## config.mk

```make
export PLATFORM = sky130hd
export DESIGN_NAME = adc_result_lock
export DESIGN_NICKNAME = d
export VERILOG_FILES = /design/src/rtl/adc_lock_pkg.sv /design/src/rtl/arl_rst_sync.sv /design/src/rtl/arl_lock_ctrl.sv /design/src/rtl/arl_result_store.sv /design/src/rtl/arl_byte_fmt.sv /design/src/rtl/adc_result_lock.sv
export SDC_FILE = /design/constraint.sdc
export NUM_CORES = 1
export LEC_CHECK = 0
export BUFFER_PORTS_ARGS = -buffer_cell sky130_fd_sc_hd__buf_2
export CAP_MARGIN = 25
export CORE_MARGIN = 1.5
export CORE_UTILIZATION = 25
export DETAILED_ROUTE_END_ITERATION = 8
export PLACE_DENSITY = 0.6
export SYNTH_ARGS = -nofsm -noshare
export SYNTH_HDL_FRONTEND = slang
export SYNTH_SLANG_ARGS = --single-unit
```

## constraint.sdc

```tcl
create_clock -name clk -period 1.75 [get_ports clk]
set_input_delay 0.2625 -clock clk [delete_from_list [all_inputs] [get_ports clk]]
set_output_delay 0.2625 -clock clk [all_outputs]
set_load 0.01 [all_outputs]
```

## src/rtl/adc_lock_pkg.sv

```systemverilog
package adc_lock_pkg;

  typedef enum logic {
    JUST_RIGHT = 1'b0,
    JUST_LEFT  = 1'b1
  } just_e;

  typedef enum logic {
    LK_OPEN = 1'b0,
    LK_HELD = 1'b1
  } lock_e;

endpackage

```

## src/rtl/arl_rst_sync.sv

```systemverilog
module arl_rst_sync #(
  parameter int STAGES = 2
) (
  input  logic clk,
  input  logic rst_n,
  output logic rst_sn
);
  logic [STAGES-1:0] chain_q;

  always_ff @(posedge clk or negedge rst_n) begin
    if (!rst_n) chain_q <= '0;
    else        chain_q <= {chain_q[STAGES-2:0], 1'b1};
  end

  assign rst_sn = chain_q[STAGES-1];
endmodule

```

## src/rtl/arl_lock_ctrl.sv

```systemverilog
module arl_lock_ctrl
  import adc_lock_pkg::*;
(
  input  logic clk,
  input  logic rst_sn,
  input  logic res_vld_i,
  input  logic rd_lo_i,
  input  logic rd_hi_i,
  output logic accept_o,
  output logic held_o
);
  lock_e state_q, state_d;

  // high read wins over a coincident low read
  always_comb begin
    state_d = state_q;
    if (rd_hi_i)      state_d = LK_OPEN;
    else if (rd_lo_i) state_d = LK_HELD;
  end

  always_ff @(posedge clk or negedge rst_sn) begin
    if (!rst_sn) state_q <= LK_OPEN;
    else         state_q <= state_d;
  end

  // a result landing with a low read would tear the pair in flight
  assign accept_o = res_vld_i && (state_q == LK_OPEN) && !rd_lo_i;
  assign held_o   = (state_q == LK_HELD);
endmodule

```

## src/rtl/arl_result_store.sv

```systemverilog
module arl_result_store #(
  parameter int RES_W = 10
) (
  input  logic             clk,
  input  logic             rst_sn,
  input  logic             wr_en_i,
  input  logic [RES_W-1:0] wr_data_i,
  output logic [RES_W-1:0] data_o
);
  logic [RES_W-1:0] data_q, data_d;

  always_comb begin
    data_d = data_q;
    if (wr_en_i) data_d = wr_data_i;
  end

  always_ff @(posedge clk or negedge rst_sn) begin
    if (!rst_sn) data_q <= '0;
    else         data_q <= data_d;
  end

  assign data_o = data_q;
endmodule

```

## src/rtl/arl_byte_fmt.sv

```systemverilog
module arl_byte_fmt
  import adc_lock_pkg::*;
#(
  parameter int RES_W = 10,
  parameter int BUS_W = 8
) (
  input  logic [RES_W-1:0] res_i,
  input  just_e            just_i,
  output logic [BUS_W-1:0] lo_o,
  output logic [BUS_W-1:0] hi_o
);
  localparam int HI_W  = RES_W - BUS_W;
  localparam int PAD_W = 2*BUS_W - RES_W;

  logic [2*BUS_W-1:0] word;

  always_comb begin
    case (just_i)
      JUST_LEFT: word = {res_i, {PAD_W{1'b0}}};
      default:   word = {{PAD_W{1'b0}}, res_i};
    endcase
    lo_o = word[BUS_W-1:0];
    hi_o = word[2*BUS_W-1:BUS_W];
  end

  if (HI_W < 1 || PAD_W < 0) begin : g_bad_widths
    initial $error("arl_byte_fmt: need BUS_W < RES_W <= 2*BUS_W");
  end
endmodule

```

## src/rtl/adc_result_lock.sv

```systemverilog
module adc_result_lock
  import adc_lock_pkg::*;
#(
  parameter int RES_W = 10,
  parameter int BUS_W = 8
) (
  input  logic             clk,
  input  logic             rst_n,
  input  logic             res_vld_i,
  input  logic [RES_W-1:0] res_i,
  input  logic             fmt_left_i,
  input  logic             rd_lo_i,
  input  logic             rd_hi_i,
  output logic [BUS_W-1:0] lo_byte_o,
  output logic [BUS_W-1:0] hi_byte_o,
  output logic             done_o
);
  logic             rst_sn;
  logic             accept;
  logic             lock_held;
  logic [RES_W-1:0] res_q;
  logic             done_q, done_d;
  just_e            just;

  arl_rst_sync #(.STAGES(2)) u_rst (
    .clk(clk), .rst_n(rst_n), .rst_sn(rst_sn)
  );

  arl_lock_ctrl u_lock (
    .clk(clk), .rst_sn(rst_sn), .res_vld_i(res_vld_i),
    .rd_lo_i(rd_lo_i), .rd_hi_i(rd_hi_i),
    .accept_o(accept), .held_o(lock_held)
  );

  arl_result_store #(.RES_W(RES_W)) u_store (
    .clk(clk), .rst_sn(rst_sn), .wr_en_i(accept),
    .wr_data_i(res_i), .data_o(res_q)
  );

  assign just = fmt_left_i ? JUST_LEFT : JUST_RIGHT;

  arl_byte_fmt #(.RES_W(RES_W), .BUS_W(BUS_W)) u_fmt (
    .res_i(res_q), .just_i(just), .lo_o(lo_byte_o), .hi_o(hi_byte_o)
  );

  // completion pulse follows every strobe, stored or not
  always_comb done_d = res_vld_i;

  always_ff @(posedge clk or negedge rst_sn) begin
    if (!rst_sn) done_q <= 1'b0;
    else         done_q <= done_d;
  end

  assign done_o = done_q;
endmodule

```

==> results.toml <==
[global_routing]
grt_pass1_vias = 418
antenna_found_initial = 0
grt_pass1_wl_um = 1700
grt_usage = 0.0864
overflow = 0
grt_max_degree = 17

[drt]
drt_first_pass_iters = 4
via_per_inst = 4.26
vias = 464
routed_wl_um = 1110
drcViolationCount = 0
ant_nets = 0
drtIter0Drc = 2
wire_per_inst_um = 10.2

[sta]
worst_slack_ps = 423
finalHoldViolCount = 0
rsz0062_at_grt = "no"
skew_ps = 10.5
final_max_slew_viol_count = 0
finalCritPeriodShare = 0.758
min_period_ps = 1330
setup_viol = 0
fmax_ghz = 0.753
setup-tns-final_ps = 0

[synthesis]
synth_top_area_share = 0.558
synth-seq-cells = 14
yosysTopAreaCell = "dfrtp_1"
ys_warn_count = 0
synth_area_per_cell_sq_um = 13.4
synth.top_cells.by_area = "dfrtp_1 56%, mux2_2 25%, and2_1 6.0%"
synth_cell_types = 9
syn_nets = 63
syn_inst = 47
synth.yosys.seq_area_share = 0.558
synthesis.area_sq_um = 628

[clock_tree]
cts_buffer_depth = 2
cts_tree = "built"
cts_root_buf = "clkbuf_4"
clock_latency_ps = 270
cts_sinks = 14
post_cts_buffers = 0
path_clk_slew_ps = 80
htree_levels = 1
cts_made_buffers = 3

[pwr]
intPower_mw = 0.574
swShare = 0.263
p_comb_frac = 0.262
p_per_area_nw_per_um2 = 925
p_seq_frac = 0.521
p_leak_nw = 0.418
p_clk_frac = 0.217
ir_drop_mv = 0.487
power.switching_mw = 0.205

[critical_path]
reg2reg_to = "u_store.data_o[5]"
crit_path_end_kind = "output port"
r2r_start = "u_lock.held_o"
worstSetupPathType = "reg2out"
worst_setup_path_start_kind = "register"
critPathArrivalTime_ps = 1060
reg2reg_depth = 3
worstPathRequired_ps = 1490
rrSetupSlack_ps = 520
crit_fanout = 3

[hold_path]
worstHoldStart = "res_vld_i"
hp-class = "in2reg"
hold_path_end = "done_o"
min_path_cells = 1

[placed_design]
io_buffers = 32
place_congestion = 0.553
place_ws_ps = 463

[floorplanning]
die_x_um = 53.1
fp-row-count = 17
core_sq_um = 2300
die_h_um = 53.1
die_area_sq_um = 2820
floorplan.initialDensity = 0.273
ios = 33

[final_layout]
antennaDiodeCount = 0
drive_gt1_frac = 0.630
layout.nets = 99
final_common_cell = "buf_2"
area_growth_pct = 34.1
post-route-util = 0.367
layout_common_cells = "32 x buf_2, 14 x mux2_2, 14 x dfrtp_1"

[job]
maxCapViolCount = 0

[run_status]
status = "completed"
[cells by family after synthesis]
| logic type | share of synthesized area |
|---|---|
| and+or+nand+nor | 0.151 |
| muxes | 0.251 |
| DFF | 0.558 |
| buffers and inverters | 0.0339 |
| other | 0.00597 |
[cell usage after synthesis]
cell type and count:
nor3b_2 1, clkbuf_2 2, buf_6 1, dfrtp_1 14, conb_1 1, and2_1 6, nor2b_1 6, nor2_1 2
mux2_2 14
[how the worst max path moves through the flow]
| stage | startpoint | endpoint | depth (start not counted) | slack (ps) |
|---|---|---|---|---|
| after floorplan | u_lock.held_o | u_store.data_o[0] | 3 | 620 |
| after global placement | fmt_left_i | lo_byte_o[6] | 3 | 490 |
| after detailed placement | fmt_left_i | lo_byte_o[6] | 3 | 460 |
| after CTS | u_store.data_o[6] | lo_byte_o[6] | 2 | 400 |
| after global routing | u_store.data_o[6] | lo_byte_o[6] | 2 | 370 |
| final | u_store.data_o[6] | lo_byte_o[6] | 2 | 420 |
[flip-flops by register name, summed over array words and instances (netlist names)]
signal and flops:
u_rst.chain_q 2, u_lock.held_o 1, u_store.data_o 10, done_o 1
[final cells by class]
type | count | area [sq um]
tap | 28 | 35.0
fill | 239 | 1460
multi-input combinational | 30 | 256
clock buffer | 3 | 22.5
sequential | 14 | 350
timing repair buffer | 34 | 178
[routing by layer]
layer	global-route usage	part of all wire	wire, um	up-vias
li1	-	-	-	226
met1	0.0863	0.43	477	218
met2	0.156	0.49	546	20
met3	0.0424	0.076	84	0
met4	0.0256	0	0	0
met5	0	0	0	-
[power by group through the flow]
stage	sequential (mW)	clock, mW	combinational [mW]
finish	0.406	0.169	0.204
global route	0.416	0.196	0.228
CTS	0.407	0.180	0.209
detailed placement	0.414	0	0.207
global placement	0.410	0	0.204
floorplan	0.404	0	0.133
[worst max-delay path: stages, from the launching register on]
cell and delay (ps):
dfrtp_1 390, mux2_2 260, buf_2 140
[through the flow]
| step | std cells | hold WS (ps) | power, mW | area [sq um] |
|---|---|---|---|---|
| global placement | 105 | 47.7 | 0.614 | 810 |
| global route | 109 | 90.4 | 0.840 | 842 |
| CTS | 109 | 97.5 | 0.796 | 842 |
| finish | 109 | 105 | 0.779 | 842 |
| detailed placement | 105 | 48.7 | 0.621 | 810 |
| floorplan | 47 | -33.1 | 0.537 | 628 |
[timing repair]
item,4_1_cts,5_1_grt
hold buffers,1,0
endpoints found under the hold margin,2,0
resized for setup,0,0
setup endpoints to repair,0,0
(Power assumes the default switching activity.)
